==> src/rtl/clkdiv_pkg.sv <==
package clkdiv_pkg;
  // Counter width able to hold positions 0 .. max_ratio-1
  function automatic int pos_width(input int max_ratio);
    return (max_ratio < 2) ? 1 : $clog2(max_ratio);
  endfunction
endpackage

==> src/rtl/clkdiv_hold_capture.sv <==
// Captures the hold request on the falling edge, so the following rising
// edge sees a value that has been settled for half a cycle.
module clkdiv_hold_capture (
  input  logic clk,
  input  logic rst,
  input  logic hold_i,
  output logic hold_q
);
  always_ff @(negedge clk) begin
    if (rst) hold_q <= 1'b0;
    else     hold_q <= hold_i;
  end
endmodule

==> src/rtl/clkdiv_position.sv <==
// Shared position counter and active-ratio register.
module clkdiv_position #(
  parameter int RATIO_LO = 4,
  parameter int RATIO_HI = 6,
  localparam int CW = clkdiv_pkg::pos_width(RATIO_HI)
) (
  input  logic          clk,
  input  logic          rst,
  input  logic          adv,
  input  logic          ratio_sel_i,
  output logic [CW-1:0] pos_o,
  output logic          sel_o
);
  localparam logic [CW-1:0] LAST_LO = CW'(RATIO_LO - 1);
  localparam logic [CW-1:0] LAST_HI = CW'(RATIO_HI - 1);

  logic [CW-1:0] pos_q;
  logic          sel_q;
  logic [CW-1:0] last;
  logic          at_end;

  always_comb begin
    last   = sel_q ? LAST_HI : LAST_LO;
    at_end = (pos_q == last);
  end

  always_ff @(posedge clk) begin
    if (rst) begin
      pos_q <= '0;
      sel_q <= ratio_sel_i;
    end else if (adv) begin
      if (at_end) begin
        pos_q <= '0;
        sel_q <= ratio_sel_i;
      end else begin
        pos_q <= pos_q + CW'(1);
      end
    end
  end

  assign pos_o = pos_q;
  assign sel_o = sel_q;

  assert_pos_in_range_R2: assert property (@(posedge clk) disable iff (rst)
    pos_q <= last);

  assert_sel_only_at_start_R7: assert property (@(posedge clk) disable iff (rst)
    !$stable(sel_q) |-> (pos_q == '0));
endmodule

==> src/rtl/clkdiv_outputs.sv <==
// Registered divided outputs and phase marker, decoded from the position.
module clkdiv_outputs #(
  parameter int RATIO_LO = 4,
  parameter int RATIO_HI = 6,
  localparam int CW = clkdiv_pkg::pos_width(RATIO_HI)
) (
  input  logic          clk,
  input  logic          rst,
  input  logic          adv,
  input  logic [CW-1:0] pos_i,
  input  logic          sel_i,
  output logic          half_o,
  output logic          slow_o,
  output logic          sync_o
);
  localparam logic [CW-1:0] HALF_LO = CW'(RATIO_LO / 2);
  localparam logic [CW-1:0] HALF_HI = CW'(RATIO_HI / 2);

  logic [CW-1:0] high_len;
  assign high_len = sel_i ? HALF_HI : HALF_LO;

  always_ff @(posedge clk) begin
    if (rst) begin
      half_o <= 1'b0;
      slow_o <= 1'b0;
      sync_o <= 1'b0;
    end else if (adv) begin
      half_o <= ~pos_i[0];
      slow_o <= (pos_i < high_len);
      sync_o <= (pos_i == '0);
    end else begin
      sync_o <= 1'b0;
    end
  end

  assert_clear_on_reset_R5: assert property (@(posedge clk)
    rst |=> (!half_o && !slow_o && !sync_o));

  assert_half_toggles_R1: assert property (@(posedge clk) disable iff (rst)
    adv |=> (half_o != $past(half_o)));

  assert_hold_freezes_R3: assert property (@(posedge clk) disable iff (rst)
    !adv |=> ($stable(half_o) && $stable(slow_o) && !sync_o));

  assert_sync_on_common_rise_R6: assert property (@(posedge clk) disable iff (rst)
    sync_o |-> (half_o && slow_o && !$past(half_o) && !$past(slow_o)));

  assert_sync_one_cycle_R6: assert property (@(posedge clk) disable iff (rst)
    sync_o |=> !sync_o);

  assert_slow_rise_aligned_R8: assert property (@(posedge clk) disable iff (rst)
    $rose(slow_o) |-> $rose(half_o));
endmodule

==> src/rtl/aligned_clkdiv.sv <==
// Both ratios must be even and RATIO_HI greater than RATIO_LO.
module aligned_clkdiv #(
  parameter int RATIO_LO = 4,
  parameter int RATIO_HI = 6
) (
  input  logic clk,
  input  logic rst,
  input  logic hold_i,
  input  logic ratio_sel_i,
  output logic half_o,
  output logic slow_o,
  output logic sync_o
);
  localparam int CW = clkdiv_pkg::pos_width(RATIO_HI);

  logic          hold_q;
  logic          adv;
  logic [CW-1:0] pos;
  logic          sel_act;

  clkdiv_hold_capture u_hold (
    .clk    (clk),
    .rst    (rst),
    .hold_i (hold_i),
    .hold_q (hold_q)
  );

  assign adv = ~hold_q;

  clkdiv_position #(.RATIO_LO(RATIO_LO), .RATIO_HI(RATIO_HI)) u_pos (
    .clk         (clk),
    .rst         (rst),
    .adv         (adv),
    .ratio_sel_i (ratio_sel_i),
    .pos_o       (pos),
    .sel_o       (sel_act)
  );

  clkdiv_outputs #(.RATIO_LO(RATIO_LO), .RATIO_HI(RATIO_HI)) u_out (
    .clk    (clk),
    .rst    (rst),
    .adv    (adv),
    .pos_i  (pos),
    .sel_i  (sel_act),
    .half_o (half_o),
    .slow_o (slow_o),
    .sync_o (sync_o)
  );
endmodule

==> config.mk <==
export PLATFORM = sky130hd
export DESIGN_NAME = aligned_clkdiv
export DESIGN_NICKNAME = d
export VERILOG_FILES = /design/src/rtl/clkdiv_pkg.sv /design/src/rtl/clkdiv_hold_capture.sv /design/src/rtl/clkdiv_position.sv /design/src/rtl/clkdiv_outputs.sv /design/src/rtl/aligned_clkdiv.sv
export SDC_FILE = /design/constraint.sdc
export NUM_CORES = 1
export LEC_CHECK = 0
export ABC_CLOCK_PERIOD_IN_PS = 1500
export BUFFER_PORTS_ARGS = -buffer_cell sky130_fd_sc_hd__buf_2
export CORE_AREA = 4 4 41 43
export CTS_CLUSTER_DIAMETER = 80
export DETAILED_ROUTE_END_ITERATION = 8
export DIE_AREA = 0 0 45 47
export SYNTH_ARGS = -nofsm -noshare
export SYNTH_HDL_FRONTEND = slang
export SYNTH_SLANG_ARGS = --single-unit
==> constraint.sdc <==
create_clock -name clk -period 1.5 [get_ports clk]
set_input_delay 0.15 -clock clk [delete_from_list [all_inputs] [get_ports clk]]
set_output_delay 0.15 -clock clk [all_outputs]
set_load 0.1 [all_outputs]
==> metrics.md <==
| Metric | Value |
|---|---|
| NumNets Final | 54 |
| Antenna cells | 0 |
| Clock Path Buffers | 2 |
| Post-Route WL | 631 um |
| Number of distinct library cells after synthesis | 20 |
| Slew Viols, Final | 0 |
| CTS tree | built |
| First-pass GRT wire length | 1.01 mm |
| IR drop worst, VDD | 410 uV |
| DP HPWL | 418 um |
| Mean Syn Cell Area | 9.66 um^2 |
| Crit path arrival time | 1720 ps |
| Die width | 45 um |
| Setup WS post-layout | -231 ps |
| Clk pin slew, worst setup/hold paths | 60 ps |
| H-tree lvl count | 1 |
| Num CTS Buffers | 3 |
| Flop-to-flop setup slack | -230 ps |
| Synthesis-to-finish area growth | 27.3% |
| Root Buffer | clkbuf_4 |
| Worst R2R Start | u_hold.hold_q |
| Core area | 1300 um^2 |
| GRT Residual Overflow | 0 |
| Crit-path slowest cell | dfxtp_1 |
| Layout cell share with drive strength beyond 1 | 0.298 |
| Cells after DPL | 58 |
| Pin count of the biggest net entering global routing | 9 |
| Io pins | 7 |
| # rows | 13 |
| WL/cell | 10.2 um |
| Setup Skew | 54.1 ps |
| Die height | 47 um |
| CP startpoint kind | flip-flop |
| Syn nets | 42 |
| Max Cap Violations | 0 |
| Final std cells w/o fill | 62 |
| Worst slew pin tran | 485 ps |
| Antenna violations before repair | 0 |
| Worst path max stage delay | 300 ps |
| DRT Pass-1 Iters | 1 |
| Endpoint class of the critical path | flip-flop |
| GPL Wtd Cong | 0.696 |
| I/O Buffers | 6 |
| Status | complete, but fails checks |
| Final ANT Viol Nets | 0 |
| Post-Syn Instances | 36 |
| Vias in the first global route | 241 |
| Worst path bufs/invs | 0 |
| Critical path type | flip-flop to flip-flop |
| Most frequent cells in the layout | dfxtp_1 (7), buf_2 (6), inv_1 (4) |
| Setup Viol. Count Final | 7 |
| Post-Syn Area | 348 um^2 |
| Initial Utilization | 0.267 |
| Failing checks | negative setup slack |
| Slew HR | 0.679 |
| Beginning of the critical path | u_hold.hold_q |
| Residual DRC | 0 |
| CP Cell Sequence | nand2b_4 > a21oi_2 > or2_1 |
| # clock sinks | 8 |
| Post-CTS Hold Buffers | 0 |
| Vias per cell | 4.24 |
| DR iter-0 viols | 0 |
| Hold Crit Class | primary input to flip-flop |
| Worst min-delay path startpoint | ratio_sel_i |
| Via count | 263 |
| Worst-skew pair later-pin latency | 310 ps |
| Tot GR Track Use | 0.0714 |
| Worst endpoint required time | 1490 ps |
| LEAKAGE | 0.193 nW |
| Unrepaired setup endpoints after global routing | yes |
| Pre-CTS WS | -198 ps |
| PwrDens | 1330 nW/um^2 |
| CP top delay family | flip-flops |
| Commonest non-fill, non-tap cell in the layout | dfxtp_1 |
| Yosys reg bits | 8 |
| Synth warn | 0 |
| Setup Fix Bufs, Post-CTS | 0 |
| Worst Path Max Fanout | 2 |
| Die area | 2120 um^2 |
| Final Hold Fails | 0 |
| Sequential area share after synthesis | 0.489 |
-- synthesized netlist by cell type (all sizes together) --
cell | n | area [um^2]
dfxtp | 7 | 140
inv | 4 | 15.0
nor2 | 3 | 11.3
nor2b | 3 | 18.8
a21oi | 2 | 13.8
ha | 2 | 25.0
nor3 | 2 | 10.0
o21ai | 2 | 10.0
buf | 1 | 5.00
edfxtp | 1 | 30.0
mux2i | 1 | 10.0
nand2 | 1 | 3.75
nand2b | 1 | 6.26
nand3b | 1 | 7.51
nor4b | 1 | 8.76
or2 | 1 | 6.26
or3b | 1 | 8.76
xnor2 | 1 | 8.76
xor2 | 1 | 8.76
-- worst register-to-register path: stages (launching register included) --
cell and delay [ps]:
dfxtp_1 300, nand2b_4 130, a21oi_2 110, or2_1 110
-- per-layer routing --
layer,GRT usage,part of all wire,routed length (um)
met5,0,0,0
met4,0.0702,0.022,14
met3,0.0230,0.063,40
met2,0.0763,0.40,250
met1,0.104,0.52,326
-- power breakdown --
part	leakage, nW	switching, W	internal (W)
Clock	0.0203	0.0000897	0.000106
Sequential	0.0679	0.0000166	0.000238
Combinational	0.105	0.0000969	0.0000394
Total	0.193	0.000203	0.000384
-- area by class of cell --
type | instances | area [um^2]
Sequential cell | 8 | 170
Multi-Input combinational cell | 23 | 168
Clock buffer | 4 | 26.3
Timing Repair Buffer | 8 | 45.0
Tap cell | 15 | 18.8
Inverter | 3 | 11.3
Clock inverter | 1 | 3.75
Fill cell | 152 | 858
-- logic make-up (layout without fill, tap and decap cells) --
logic type | count (synthesis) | count (layout) | synth area share
AO/OA/AOI/OAI | 4 | 4 | 0.0683
XOR/XNOR | 2 | 2 | 0.0504
adder cells (fa/ha/maj) | 2 | 2 | 0.0719
buffers and inverters | 5 | 16 | 0.0575
flip-flops | 8 | 8 | 0.489
multiplexers | 1 | 1 | 0.0288
AND/OR/NAND/NOR | 14 | 14 | 0.234
-- state kept, by name (all words and copies together) (netlist names) --
register,count
u_hold.hold_q,1
u_out.half_o,1
u_out.slow_o,1
u_out.sync_o,1
u_pos.pos_o,3
u_pos.sel_o,1
-- per-stage QoR --
stage | TNS (ps) | utilization | hold slack, ps | total power, W | cell area, um^2
global route | -1460 | 0.340 | 53.3 | 0.000621 | 443
finish | -978 | 0.340 | 58.9 | 0.000587 | 443
floorplan | -514 | - | 219 | 0.000380 | 362
CTS | -1040 | 0.340 | 49.9 | 0.000602 | 443
detailed placement | -684 | 0.318 | 331 | 0.000404 | 414
global placement | -561 | 0.318 | 331 | 0.000403 | 414
-- final timing paths --
kind / end / depth (start not counted)
min reg2reg: u_out.slow_o / 2
max reg2reg: u_pos.sel_o / 3
max: u_pos.sel_o / 3
min: u_pos.sel_o / 1
-- repair_timing --
action | in CTS | in global routing
gates resized for setup | 1 | 0
endpoints found under the setup margin | 7 | 7
pin swaps | 1 | 1
(Power assumes the default switching activity.)
